## src/rtl/uart_fifo_pkg.sv

```systemverilog
package uart_fifo_pkg;
  localparam int unsigned CTL_EN     = 0;
  localparam int unsigned CTL_RX_CLR = 1;
  localparam int unsigned CTL_TX_CLR = 2;
  localparam int unsigned CTL_DMA    = 3;
  localparam int unsigned CTL_TRIG   = 6;

  typedef enum logic [1:0] {
    TRIG_1  = 2'b00,
    TRIG_4  = 2'b01,
    TRIG_8  = 2'b10,
    TRIG_14 = 2'b11
  } rx_trig_e;

  typedef struct packed {
    logic     en;
    logic     dma;
    rx_trig_e trig;
  } fifo_cfg_t;

  function automatic int unsigned trig_count(rx_trig_e t);
    case (t)
      TRIG_4:  return 4;
      TRIG_8:  return 8;
      TRIG_14: return 14;
      default: return 1;
    endcase
  endfunction
endpackage

```

## src/rtl/uart_fifo_ctl_reg.sv

```systemverilog
module uart_fifo_ctl_reg
  import uart_fifo_pkg::*;
(
  input  logic       clk_i,
  input  logic       rst_ni,
  input  logic       we_i,
  input  logic [7:0] wdata_i,
  output fifo_cfg_t  cfg_o,
  output logic       rx_clr_o,
  output logic       tx_clr_o
);
  fifo_cfg_t cfg_q;
  logic      armed;
  logic      en_flip;

  assign armed   = we_i & wdata_i[CTL_EN];
  assign en_flip = we_i & (wdata_i[CTL_EN] != cfg_q.en);

  always_ff @(posedge clk_i or negedge rst_ni) begin
    if (!rst_ni) begin
      cfg_q <= '{en: 1'b0, dma: 1'b0, trig: TRIG_1};
    end else if (armed) begin
      cfg_q.en   <= 1'b1;
      cfg_q.dma  <= wdata_i[CTL_DMA];
      cfg_q.trig <= rx_trig_e'(wdata_i[CTL_TRIG +: 2]);
    end else if (we_i) begin
      cfg_q.en <= 1'b0;
    end
  end

  // clear requests are pulses, never stored
  assign rx_clr_o = (armed & wdata_i[CTL_RX_CLR]) | en_flip;
  assign tx_clr_o = (armed & wdata_i[CTL_TX_CLR]) | en_flip;
  assign cfg_o    = cfg_q;
endmodule

```

## src/rtl/uart_byte_fifo.sv

```systemverilog
module uart_byte_fifo #(
  parameter  int unsigned DW    = 8,
  parameter  int unsigned DEPTH = 16,
  localparam int unsigned AW    = $clog2(DEPTH),
  localparam int unsigned LW    = $clog2(DEPTH + 1)
) (
  input  logic          clk_i,
  input  logic          rst_ni,
  input  logic          clr_i,
  input  logic [LW-1:0] cap_i,
  input  logic          push_i,
  input  logic [DW-1:0] wdata_i,
  input  logic          pop_i,
  output logic [DW-1:0] rdata_o,
  output logic [LW-1:0] level_o,
  output logic          full_o,
  output logic          overrun_o
);
  logic [DW-1:0] mem_q [DEPTH];
  logic [AW-1:0] wr_ptr_q, rd_ptr_q;
  logic [LW-1:0] level_q;
  logic [DW-1:0] rdata_q;
  logic          ovr_q;
  logic          full, do_push, do_pop;

  function automatic logic [AW-1:0] ptr_next(logic [AW-1:0] p);
    return (p == AW'(DEPTH - 1)) ? '0 : p + 1'b1;
  endfunction

  assign full    = level_q >= cap_i;
  assign do_push = push_i & ~full;
  assign do_pop  = pop_i & (level_q != '0);

  always_ff @(posedge clk_i or negedge rst_ni) begin
    if (!rst_ni) begin
      wr_ptr_q <= '0;
      rd_ptr_q <= '0;
      level_q  <= '0;
      rdata_q  <= '0;
      ovr_q    <= 1'b0;
    end else if (clr_i) begin
      wr_ptr_q <= '0;
      rd_ptr_q <= '0;
      level_q  <= '0;
      ovr_q    <= 1'b0;
    end else begin
      if (do_push) wr_ptr_q <= ptr_next(wr_ptr_q);
      if (do_pop) begin
        rd_ptr_q <= ptr_next(rd_ptr_q);
        rdata_q  <= mem_q[rd_ptr_q];
      end
      case ({do_push, do_pop})
        2'b10:   level_q <= level_q + 1'b1;
        2'b01:   level_q <= level_q - 1'b1;
        default: level_q <= level_q;
      endcase
      if (push_i && full) ovr_q <= 1'b1;
    end
  end

  always_ff @(posedge clk_i) begin
    if (!clr_i && do_push) mem_q[wr_ptr_q] <= wdata_i;
  end

  assign rdata_o   = rdata_q;
  assign level_o   = level_q;
  assign full_o    = full;
  assign overrun_o = ovr_q;
endmodule

```

## src/rtl/uart_fifo_trig.sv

```systemverilog
module uart_fifo_trig
  import uart_fifo_pkg::*;
#(
  parameter  int unsigned DEPTH = 16,
  localparam int unsigned LW    = $clog2(DEPTH + 1)
) (
  input  fifo_cfg_t     cfg_i,
  input  logic [LW-1:0] rx_level_i,
  input  logic [LW-1:0] tx_level_i,
  input  logic          tx_full_i,
  input  logic          rx_timeout_i,
  output logic          rx_irq_o,
  output logic          rx_rdy_no,
  output logic          tx_rdy_no
);
  logic [LW-1:0] thr;
  logic          rx_hit;

  assign thr    = cfg_i.en ? LW'(trig_count(cfg_i.trig)) : LW'(1);
  assign rx_hit = rx_level_i >= thr;

  assign rx_irq_o  = rx_hit;
  assign rx_rdy_no = cfg_i.dma ? ~(rx_hit | rx_timeout_i) : (rx_level_i == '0);
  assign tx_rdy_no = cfg_i.dma ? tx_full_i : (tx_level_i != '0);
endmodule

```

## src/rtl/uart_fifo_ctrl.sv

```systemverilog
module uart_fifo_ctrl
  import uart_fifo_pkg::*;
#(
  parameter  int unsigned DW    = 8,
  parameter  int unsigned DEPTH = 16,
  localparam int unsigned LW    = $clog2(DEPTH + 1)
) (
  input  logic          clk_i,
  input  logic          rst_ni,
  input  logic          ctl_we_i,
  input  logic [7:0]    ctl_wdata_i,
  input  logic          rx_push_i,
  input  logic [DW-1:0] rx_data_i,
  input  logic          rx_pop_i,
  output logic [DW-1:0] rx_data_o,
  output logic [LW-1:0] rx_level_o,
  output logic          rx_overrun_o,
  input  logic          tx_push_i,
  input  logic [DW-1:0] tx_data_i,
  input  logic          tx_pop_i,
  output logic [DW-1:0] tx_data_o,
  output logic [LW-1:0] tx_level_o,
  output logic          tx_overrun_o,
  input  logic          rx_timeout_i,
  output logic          rx_irq_o,
  output logic          rx_rdy_no,
  output logic          tx_rdy_no
);
  fifo_cfg_t     cfg;
  logic          rx_clr, tx_clr;
  logic [LW-1:0] cap;
  logic          rx_full, tx_full;

  // single-byte holding mode while disabled
  assign cap = cfg.en ? LW'(DEPTH) : LW'(1);

  uart_fifo_ctl_reg u_ctl (
    .clk_i    (clk_i),
    .rst_ni   (rst_ni),
    .we_i     (ctl_we_i),
    .wdata_i  (ctl_wdata_i),
    .cfg_o    (cfg),
    .rx_clr_o (rx_clr),
    .tx_clr_o (tx_clr)
  );

  uart_byte_fifo #(.DW(DW), .DEPTH(DEPTH)) u_rx_fifo (
    .clk_i     (clk_i),
    .rst_ni    (rst_ni),
    .clr_i     (rx_clr),
    .cap_i     (cap),
    .push_i    (rx_push_i),
    .wdata_i   (rx_data_i),
    .pop_i     (rx_pop_i),
    .rdata_o   (rx_data_o),
    .level_o   (rx_level_o),
    .full_o    (rx_full),
    .overrun_o (rx_overrun_o)
  );

  uart_byte_fifo #(.DW(DW), .DEPTH(DEPTH)) u_tx_fifo (
    .clk_i     (clk_i),
    .rst_ni    (rst_ni),
    .clr_i     (tx_clr),
    .cap_i     (cap),
    .push_i    (tx_push_i),
    .wdata_i   (tx_data_i),
    .pop_i     (tx_pop_i),
    .rdata_o   (tx_data_o),
    .level_o   (tx_level_o),
    .full_o    (tx_full),
    .overrun_o (tx_overrun_o)
  );

  uart_fifo_trig #(.DEPTH(DEPTH)) u_trig (
    .cfg_i        (cfg),
    .rx_level_i   (rx_level_o),
    .tx_level_i   (tx_level_o),
    .tx_full_i    (tx_full),
    .rx_timeout_i (rx_timeout_i),
    .rx_irq_o     (rx_irq_o),
    .rx_rdy_no    (rx_rdy_no),
    .tx_rdy_no    (tx_rdy_no)
  );

  logic unused_rx_full;
  assign unused_rx_full = rx_full;
endmodule

```

## config.mk

```make
export PLATFORM = sky130hd
export DESIGN_NAME = uart_fifo_ctrl
export DESIGN_NICKNAME = d
export VERILOG_FILES = /design/src/rtl/uart_fifo_pkg.sv /design/src/rtl/uart_fifo_ctl_reg.sv /design/src/rtl/uart_byte_fifo.sv /design/src/rtl/uart_fifo_trig.sv /design/src/rtl/uart_fifo_ctrl.sv
export SDC_FILE = /design/constraint.sdc
export NUM_CORES = 1
export LEC_CHECK = 0
export BUFFER_PORTS_ARGS = -buffer_cell sky130_fd_sc_hd__buf_2
export CAP_MARGIN = 20
export CORE_MARGIN = 8
export CORE_UTILIZATION = 40
export CTS_CLUSTER_SIZE = 20
export DETAILED_ROUTE_END_ITERATION = 6
export PLACE_DENSITY = 0.57
export SLEW_MARGIN = 20
export SYNTH_ARGS = -nofsm -noshare
export SYNTH_HDL_FRONTEND = slang
export SYNTH_HIERARCHICAL = 1
export SYNTH_SLANG_ARGS = --single-unit
```

## constraint.sdc

```tcl
create_clock -name clk_i -period 3.45 [get_ports clk_i]
set_clock_uncertainty 0.2 [all_clocks]
set_input_delay 0.5175 -clock clk_i [delete_from_list [all_inputs] [get_ports clk_i]]
set_output_delay 0.5175 -clock clk_i [all_outputs]
set_load 0.02 [all_outputs]
```

==> results of run 1 <==
## state kept, by name, summed over array words and instances (netlist names)
register and flops:
u_tx_fifo/wr_ptr_q 4, u_rx_fifo/rdata_o 8, u_rx_fifo/mem_q 128, u_rx_fifo/rd_ptr_q 4, u_tx_fifo/rd_ptr_q 4, u_tx_fifo/rdata_o 8, u_ctl/cfg_o 4, u_rx_fifo/overrun_o 1
u_rx_fifo/wr_ptr_q 4, u_tx_fifo/overrun_o 1, u_tx_fifo/mem_q 128, u_tx_fifo/level_o 5, u_rx_fifo/level_o 5
## layout by cell type (no fill, tap or decap), types with 3 or more instances in the layout
master	instances
dfrtp_2	3
or4_1	3
ha_1	30
clkinv_2	6
nor2b_1	9
buf_2	59
o21a_1	3
nor3_1	5
clkbuf_16	36
mux2_4	7
nand2_1	58
xnor2_1	6
a21o_1	3
o221ai_1	16
o211ai_1	3
or3_1	4
edfxtp_1	256
inv_1	31
buf_4	54
clkinv_1	5
dfrtp_1	45
mux2i_1	36
a21oi_1	19
a21boi_0	3
nor3b_1	3
conb_1	6
mux4_2	64
o21ai_0	12
nor2_1	49
nand3_1	23
clkbuf_1	9
## worst register-to-register path, delay by kind of cell, from the launching register on
family / cells / cell delay (ps)
AO/OA/AOI/OAI: 3 / 700
adder cells (fa/ha/maj): 2 / 600
buffers and inverters: 2 / 240
flip-flops: 1 / 420
multiplexers: 1 / 320
AND/OR/NAND/NOR: 5 / 660
## how the worst min path moves through the flow
stage	slack [ps]	depth (start not counted)	endpoint	startpoint
2_1_floorplan	20	0	u_ctl/cfg_o[0]$_DFFE_PN0P_	rst_ni
3_3_place_gp	270	2	u_tx_fifo/rdata_o[6]$_DFFE_PN0P_	u_tx_fifo/rdata_o[6]$_DFFE_PN0P_
3_5_place_dp	270	2	u_rx_fifo/rdata_o[7]$_DFFE_PN0P_	u_rx_fifo/rdata_o[7]$_DFFE_PN0P_
4_1_cts	2	1	u_rx_fifo/rdata_o[3]$_DFFE_PN0P_	rst_ni
5_1_grt	40	2	u_ctl/cfg_o[0]$_DFFE_PN0P_	ctl_wdata_i[6]
6_report	50	2	u_ctl/cfg_o[1]$_DFFE_PN0P_	ctl_wdata_i[7]
## timing repair
item	in CTS	in global routing
gates resized for setup	0	1
hold endpoints to repair	0	38
hold buffers	0	1
endpoints found under the setup margin	0	1
## power by group through the flow
stage / Combinational, mW / Sequential [mW] / Clock, mW
CTS: 3.43 / 4.73 / 3.63
floorplan: 2.37 / 4.80 / 0
global placement: 3.39 / 4.79 / 0
finish: 3.37 / 4.71 / 3.51
detailed placement: 3.42 / 4.80 / 0
global route: 3.72 / 4.78 / 3.77
## cell families (layout without fill, tap and decap cells)
family | after synthesis | in the layout
and+or+nand+nor | 166 | 166
adders and majority gates | 32 | 32
AOI/OAI and AO/OA | 76 | 76
other | 1 | 7
xor gates and xnor gates | 10 | 10
DFF | 304 | 304
buffers and inverters | 66 | 210
muxes | 109 | 109
## metrics by stage
step / area, um^2 / power [mW] / hold WS, ps
floorplan: 12970 / 7.168 / 21.91
global placement: 14030 / 8.179 / 269.2
CTS: 15150 / 11.79 / 2.013
global route: 15170 / 12.27 / 44.68
detailed placement: 14030 / 8.217 / 271.8
finish: 15170 / 11.60 / 52.30
## area by class of cell
class / count / share of cell area (%)
Tap cell: 408 / 3.365
Clock inverter: 17 / 1.015
Multi-Input combinational cell: 399 / 25.06
Clock buffer: 47 / 6.343
Antenna cell: 1 / 0.01650
Timing Repair Buffer: 115 / 4.817
Sequential cell: 304 / 58.62
Inverter: 31 / 0.7671
## per-layer routing
metal / vias up / global-route usage (%) / part of all wire [%]
met5: - / 0 / 0.13
met4: 6 / 4.071 / 2.2
met1: 3468 / 18.47 / 44
met2: 138 / 23.05 / 49
li1: 3207 / - / -
met3: 46 / 2.742 / 4.8
==> impl_metrics.ini, run 1 <==
[power_and_ir_drop]
power.density_nw_per_um2 = 764.7
intPower_mw = 8.037
combPwrFrac_pct = 29.1
switching_share_pct = 30.71
p_switching_mw = 3.562
p_leak_nw = 5.376
p_seq_share_pct = 40.6
ir_drop_uv = 455.1
p_clk_share_pct = 30.3

[yosys]
yosys_warnings = 6
synth-compound-area-share_pct = 4.068
synth_common_cells = edfxtp_1 (256), mux4_2 (64), nand2_1 (58), nor2_1 (49), dfrtp_1 (48)
ys_seq_elements = 304
synth_cell_types = 53
yosysSeqAreaShare_pct = 68.65
synth_mux_area_share_pct = 14.90
syn_avg_cell_area_um2 = 16.95
syn_area_um2 = 12950
async_flop_share_pct = 15.79
synth.top_cells.by_area = edfxtp_1 (59%), mux4_2 (11%), dfrtp_1 (9.3%)
synth_simple_gate_area_share_pct = 5.895
synth_top_family_by_area = multiplexers
synthXorXnorAreaFrac_pct = 0.9664
synth_ff_type = edfxtp_1
netlist_instances = 764
yosys.area.top_type_share_pct = 59.37
synth_edf_count = 256
yosys.area.top_type = edfxtp_1
synth_most_common_cell = edfxtp_1
synth-adder-area-share_pct = 3.208

[timing]
post-route-min-period_ps = 3268
postLayoutSetupSlackWorst_ps = 181.9
post-route-period-util_pct = 94.73
fin_tns_setup_ps = 0
fmax_ghz = 0.3060
final-setup-viol-count = 0
worst_pin_slew_ps = 1099
drv_slew = 0
slew_headroom_pct = 26.73
hold_violations = 0
rsz0062_at_grt = no

[cts]
postCtsSetupRepairBufs = 0
clkLatencyLatePin_ps = 520
cts_root_buf = clkbuf_16
cts_inserted_buffers = 35
clock_path_buffers = 3
clock_sinks = 304
h-tree-depth = 2
cts_tree = yes
clk_pin_slew_ps = 50

[die]
die_w_um = 195.9
start_util_pct = 40.20
core_um2 = 32210
die_y_um = 195.9
dieArea_um2 = 38380
num_io_pins = 63
num_rows = 66

[critical_path]
rrSetupSlack_ps = 180
crit_path_max_incr_delay_ps = 420
worstSetupStartpointType = flip-flop
crit_fanout = 6
cp-end-kind = flip-flop
crit_chain = inv_1, ha_1, nor2b_4, o211ai_1, nand2_2, or2b_1, inv_1, ha_1, nor2b_1, o21ai_0, nand3_1, o2bb2ai_1, mux2_4
endpoint = u_tx_fifo/level_o[4]$_DFFE_PN0P_
critical_path.top_delay_family = compound AO/OA/AOI/OAI gates
r2r-start = u_tx_fifo/level_o[0]$_DFFE_PN0P_
critPathLaunch = u_tx_fifo/level_o[0]$_DFFE_PN0P_
required_ps = 3630
regToRegEndpoint = u_tx_fifo/level_o[4]$_DFFE_PN0P_
path_buf_inv = 2
r2r_cells = 13
path_class = flip-flop to flip-flop
path_depth = 13
critPathSlowestCell = dfrtp_1
arrival_ps = 3450

[layout]
final_core_util_pct = 47.10
regArea_um2 = 8892
nFillCells = 2800
drive_gt1_share_pct = 27.82
instances_no_fill = 1322
final_nets = 950
multi_input_area_um2 = 3801
syn_to_final_growth_pct = 17.16

[detailed_routing]
drt-initial-drc-count = 348
drc_errors = 0
routedWlPerCell_um = 19.94
via_per_inst = 5.193
final_antenna_net_count = 0
vias = 6865
first_pass_iters = 4
routed_wl_mm = 26.36

[hold_path]
hp-class = primary input to flip-flop

[placement]
io_buffers = 60
dp_slack_ps = 195.0
dp_hpwl_mm = 17.25
dp.cells = 1256
gp_congestion = 0.7234

[global_route]
antenna_found_initial = 4
grt_max_degree = 40
grt_pass1_vias = 7129
grt-ovfl-total = 0
grt_pass1_wl_mm = 41.90
grt_usage_pct = 13.93

[status]
status = completed

[run]
cap_viol_max_count = 0
Note: power is estimated with default switching activity, not from simulation.
==> run 2, diff against run 1 <==
PLACE_DENSITY = 0.55   (was 0.57)
clock period = 3.9 ns   (was 3.45 ns; I/O delays follow)
==> impl_metrics.ini, run 2 (same netlist as run 1, synthesis figures left out) <==
[timing]
fmax_ghz = 0.2992
hold_violations = 0
final-setup-viol-count = 0
drv_slew = 0
slew_headroom_pct = 43.69
worst_pin_slew_ps = 841.6
post-route-min-period_ps = 3342
fin_tns_setup_ps = 0
rsz0062_at_grt = no
post-route-period-util_pct = 85.69

[cts]
h-tree-depth = 2
cts_resized = 0
cts_tree = yes
clkLatencyLatePin_ps = 500
clock_path_buffers = 3
postCtsSetupRepairBufs = 0
clk_pin_slew_ps = 60
clock_sinks = 304
cts_root_buf = clkbuf_16
cts_hold_buf = 1
cts_inserted_buffers = 34

[power_and_ir_drop]
finalPower_mw = 10.19
power.density_nw_per_um2 = 677.1
p_leak_nw = 5.305
ir_drop_uv = 347.7

[layout]
reg_top3 = u_rx_fifo/mem_q: 128 flops, u_tx_fifo/mem_q: 128 flops
final_cell_area_um2 = 15060
final_common_cell = edfxtp_1
final_nets = 936
layout_common_cells = edfxtp_1 (256), mux4_2 (64), buf_2 (60)
final_core_util_pct = 46.75
nFillCells = 2814
instances_no_fill = 1307
drive_gt1_share_pct = 26.17
syn_to_final_growth_pct = 16.29

[critical_path]
required_ps = 4090
crit_fanout = 7
critPathLaunch = u_rx_fifo/level_o[0]$_DFFE_PN0P_
r2r-start = u_rx_fifo/level_o[0]$_DFFE_PN0P_
worstSetupStartpointType = flip-flop
path_class = flip-flop to flip-flop
cp-end-kind = flip-flop
arrival_ps = 3540

[global_route]
grt-ovfl-total = 0
grt_pass1_vias = 7095
antenna_found_initial = 3
grt_max_degree = 43
grt_usage_pct = 14.08
grt_pass1_wl_mm = 42.15

[detailed_routing]
drt-initial-drc-count = 297
drc_errors = 0
final_antenna_net_count = 0
top_layer = met5
routed_wl_mm = 26.77
vias = 6797
via_per_inst = 5.200
dr_wl_met2_mm = 12.76
met3WireLength_mm = 1.081
wl_met1_mm = 12.27
routedWlPerCell_um = 20.48
first_pass_iters = 5

[placement]
io_buffers = 60
dp.cells = 1243
dp_hpwl_mm = 17.57
placed_area_um2 = 13950
gp_congestion = 0.7687

[die]
die_y_um = 195.9
num_io_pins = 63
num_rows = 66
die_w_um = 195.9
dieArea_um2 = 38380
start_util_pct = 40.20
core_um2 = 32210

[hold_path]
min_from = ctl_wdata_i[6]
hp-class = primary input to flip-flop

[run]
cap_viol_max_count = 0

[status]
status = completed
==> run 2: layout make-up <==
| class | count | area [um^2] | share of cell area [%] |
|---|---|---|---|
| sequential | 304 | 8891 | 59.05 |
| inverter | 31 | 116.4 | 0.7728 |
| antenna | 1 | 2.502 | 0.01662 |
| timing repair buffer | 102 | 643.1 | 4.271 |
| clock buffer | 48 | 964.7 | 6.407 |
| multi-input combinational | 399 | 3795 | 25.20 |
| clock inverter | 14 | 133.9 | 0.8891 |
| tap | 408 | 510.5 | 3.390 |
==> run 2: worst paths after layout <==
check | end | slack, ps | cells past startpoint
worst min register to register | u_rx_fifo/rdata_o[6]$_DFFE_PN0P_ | 290 | 2
min in group asynchronous | u_rx_fifo/rdata_o[3]$_DFFE_PN0P_ | 240 | 2
max in group asynchronous | u_tx_fifo/rd_ptr_q[0]$_DFFE_PN0P_ | 2350 | 3
worst max register to register | u_rx_fifo/level_o[4]$_DFFE_PN0P_ | 560 | 13
worst min-delay path | u_ctl/cfg_o[0]$_DFFE_PN0P_ | 110 | 2
worst max-delay path | u_rx_fifo/level_o[4]$_DFFE_PN0P_ | 560 | 13
==> run 2: worst max-delay path, stage by stage, from the launching register on <==
cell and delay [ps]:
dfrtp_1 460, inv_1 130, ha_1 290, nor2b_1 50
o211ai_1 370, nand2_1 120, or2b_1 270, inv_1 110
ha_1 270, nor2b_1 140, o21ai_0 200, nand3_1 120
o2bb2ai_2 190, mux2_4 310
==> run 2: metrics by stage <==
stage          hold slack (ps)  setup slack [ps]
2_1_floorplan            89.41             399.1
3_3_place_gp             240.2             588.2
3_5_place_dp             242.2             538.8
4_1_cts                  87.09             533.4
5_1_grt                  92.28             247.9
6_report                 114.4             557.9
==> run 2: routing by layer <==
metal | vias up | track usage [%]
met3 | 44 | 2.827
met2 | 123 | 22.75
met1 | 3443 | 19.03
met5 | - | 0
li1 | 3183 | -
met4 | 4 | 4.295
==> run 2: power by group <==
part,internal [mW],switching [mW]
sequential,3.86,0.333
combinational,1.37,1.53
clock,1.86,1.23
==> run 3, diff against run 2 <==
--- a/config.mk
+++ b/config.mk
@@ -9,8 +9,9 @@
 export CAP_MARGIN = 20
 export CORE_MARGIN = 8
-export CORE_UTILIZATION = 40
+export CORE_UTILIZATION = 30
 export CTS_CLUSTER_SIZE = 20
 export DETAILED_ROUTE_END_ITERATION = 6
-export PLACE_DENSITY = 0.55
+export GPL_TIMING_DRIVEN = 0
+export PLACE_DENSITY = 0.44
 export SLEW_MARGIN = 20
 export SYNTH_ARGS = -nofsm -noshare
==> constraint.sdc (replaced) <==
create_clock -name clk_i -period 3.9 [get_ports clk_i]
set_clock_uncertainty 0.2 [all_clocks]
set_input_delay 0.39 -clock clk_i [delete_from_list [all_inputs] [get_ports clk_i]]
set_output_delay 0.39 -clock clk_i [all_outputs]
set_load 0.02 [all_outputs]
==> impl_metrics.ini, run 3 (same netlist as run 1, synthesis figures left out) <==
[placement]
io_buffers = 60
dp_slack_ps = -142.6
gp_congestion = 0.7350
dp_hpwl_mm = 20.37

[die]
num_rows = 76
core_um2 = 42890
num_io_pins = 63
die_y_um = 223.7
dieArea_um2 = 50060
start_util_pct = 30.19
die_w_um = 223.7

[critical_path]
r2r-start = u_rx_fifo/level_o[3]$_DFFE_PN0P_
rrSetupSlack_ps = 310
crit_fanout = 10
crit_chain = ha_1, nor2_1, o211ai_1, nand2_2, buf_2, or2b_1, inv_1, ha_1, nor2b_1, o21ai_0, nand3_1, o2bb2ai_2, mux2_4
critical_path.top_delay_family = compound AO/OA/AOI/OAI gates
path_class = flip-flop to flip-flop
endpoint = u_rx_fifo/level_o[4]$_DFFE_PN0P_
regToRegEndpoint = u_rx_fifo/level_o[4]$_DFFE_PN0P_
crit_path_max_incr_delay_ps = 480
r2r_cells = 13
critPathSlowestCell = dfrtp_1
path_depth = 13
cp_common_cell = ha_1
required_ps = 4120
arrival_ps = 3810
cp-end-kind = flip-flop
critPathLaunch = u_rx_fifo/level_o[3]$_DFFE_PN0P_
worstSetupStartpointType = flip-flop
path_buf_inv = 2

[timing]
hold_violations = 0
drv_slew = 0
hold_slack_ps = 33.43
slew_headroom_pct = 28.72
fmax_ghz = 0.2786
worst_pin_slew_ps = 1065
post-route-period-util_pct = 92.03
postLayoutSetupSlackWorst_ps = 310.9
rsz0062_at_grt = no
post-route-min-period_ps = 3589
final-setup-viol-count = 0

[global_route]
grt-ovfl-total = 0
grt_pass1_wl_mm = 46.86
grt_usage_pct = 12.50
grt_pass1_vias = 7182
grt_max_degree = 49
antenna_found_initial = 0

[detailed_routing]
final_antenna_net_count = 0
drc_errors = 0
vias = 6997
first_pass_iters = 4
via_per_inst = 4.680
routed_wl_mm = 31.11
drt-initial-drc-count = 448
routedWlPerCell_um = 20.81

[layout]
drive_gt1_share_pct = 25.60
layout_common_cells = edfxtp_1 (256), buf_2 (71), mux4_2 (64)
n_antenna_cell = 0
final_common_cell = edfxtp_1
final_nets = 946
final_core_util_pct = 35.83
syn_to_final_growth_pct = 18.68
reg_top3 = u_rx_fifo/mem_q: 128 flops, u_tx_fifo/mem_q: 128 flops

[cts]
cts_root_buf = clkbuf_16
clkLatencyLatePin_ps = 540
clock_sinks = 304
h-tree-depth = 2
cts_tree = yes
clk_pin_slew_ps = 60
cts_inserted_buffers = 36
clock_path_buffers = 3

[power_and_ir_drop]
p_leak_nw = 5.331
ir_drop_uv = 276.0
power.density_nw_per_um2 = 691.0

[status]
status = completed

[run]
cap_viol_max_count = 0

[hold_path]
hp-class = primary input to flip-flop
min_from = tx_push_i
run 3: cell count changes in the layout (fill, tap and decap cells not counted), sizes merged:
| cell | before | now |
|---|---|---|
| bufinv | 2 | 4 |
| dlygate4sd3 | 1 | 6 |
| buf | 101 | 86 |
| inv | 31 | 34 |
| diode | 1 | 0 |
| clkinv | 12 | 9 |
| clkbuf | 48 | 68 |
run 3: layout make-up:
cell class	count	area (um^2)
Buffer	35	178.9
Timing Repair Buffer	75	430.4
Sequential cell	304	8890
Inverter	31	116.4
Fill cell	4061	27520
Clock inverter	16	187.7
Tap cell	585	732.0
Clock buffer	50	1015
Multi-Input combinational cell	399	3816
run 3: worst min-delay path by stage:
stage / endpoint / slack, ps / cells after the start
floorplan: u_ctl/cfg_o[0]$_DFFE_PN0P_ / -110 / 0
finish: u_tx_fifo/overrun_o$_DFFE_PN0P_ / 30 / 3
detailed placement: u_rx_fifo/rdata_o[6]$_DFFE_PN0P_ / 290 / 2
global route: u_rx_fifo/mem_q[1][2]$_DFFE_PP_ / 30 / 1
global placement: u_tx_fifo/rdata_o[0]$_DFFE_PN0P_ / 290 / 2
CTS: u_tx_fifo/overrun_o$_DFFE_PN0P_ / 0.01 / 3
run 3: what timing repair did:
action,4_1_cts,5_1_grt
pin swaps,1,2
setup buffers,1,2
hold buffers,6,0
resized for setup,1,2
setup endpoints to repair,2,2
hold endpoints to repair,52,0
run 3: per-layer routing:
metal / part of all wire [%] / GRT usage (%) / vias to the layer above
met3: 4.5 / 2.655 / 45
met5: 0 / 0 / -
met1: 47 / 17.16 / 3636
met4: 1.9 / 3.675 / 0
met2: 47 / 19.82 / 110
li1: - / - / 3206
run 3: power breakdown:
part / leakage [nW] / internal (mW) / switching (mW)
sequential: 2.92 / 3.87 / 0.220
clock: 0.594 / 2.09 / 1.31
combinational: 1.81 / 1.38 / 1.75
total: 5.33 / 7.34 / 3.28
run 3: tightest hold or removal path, delay by kind of cell:
| kind | cells | cell delay, ps |
|---|---|---|
| compound gates | 1 | 120 |
| simple gates | 1 | 120 |
| buf+inv | 1 | 100 |
run 3: metrics by stage:
stage               setup TNS [ps]  area, um^2  instances  power, mW
detailed placement          -161.4       14060       1419      7.327
finish                           0       15370       1495      10.62
CTS                              0       15340       1492      10.81
global route                     0       15370       1495      11.24
floorplan                        0       12970        769      6.340
global placement             -8498       14000       1414      7.293
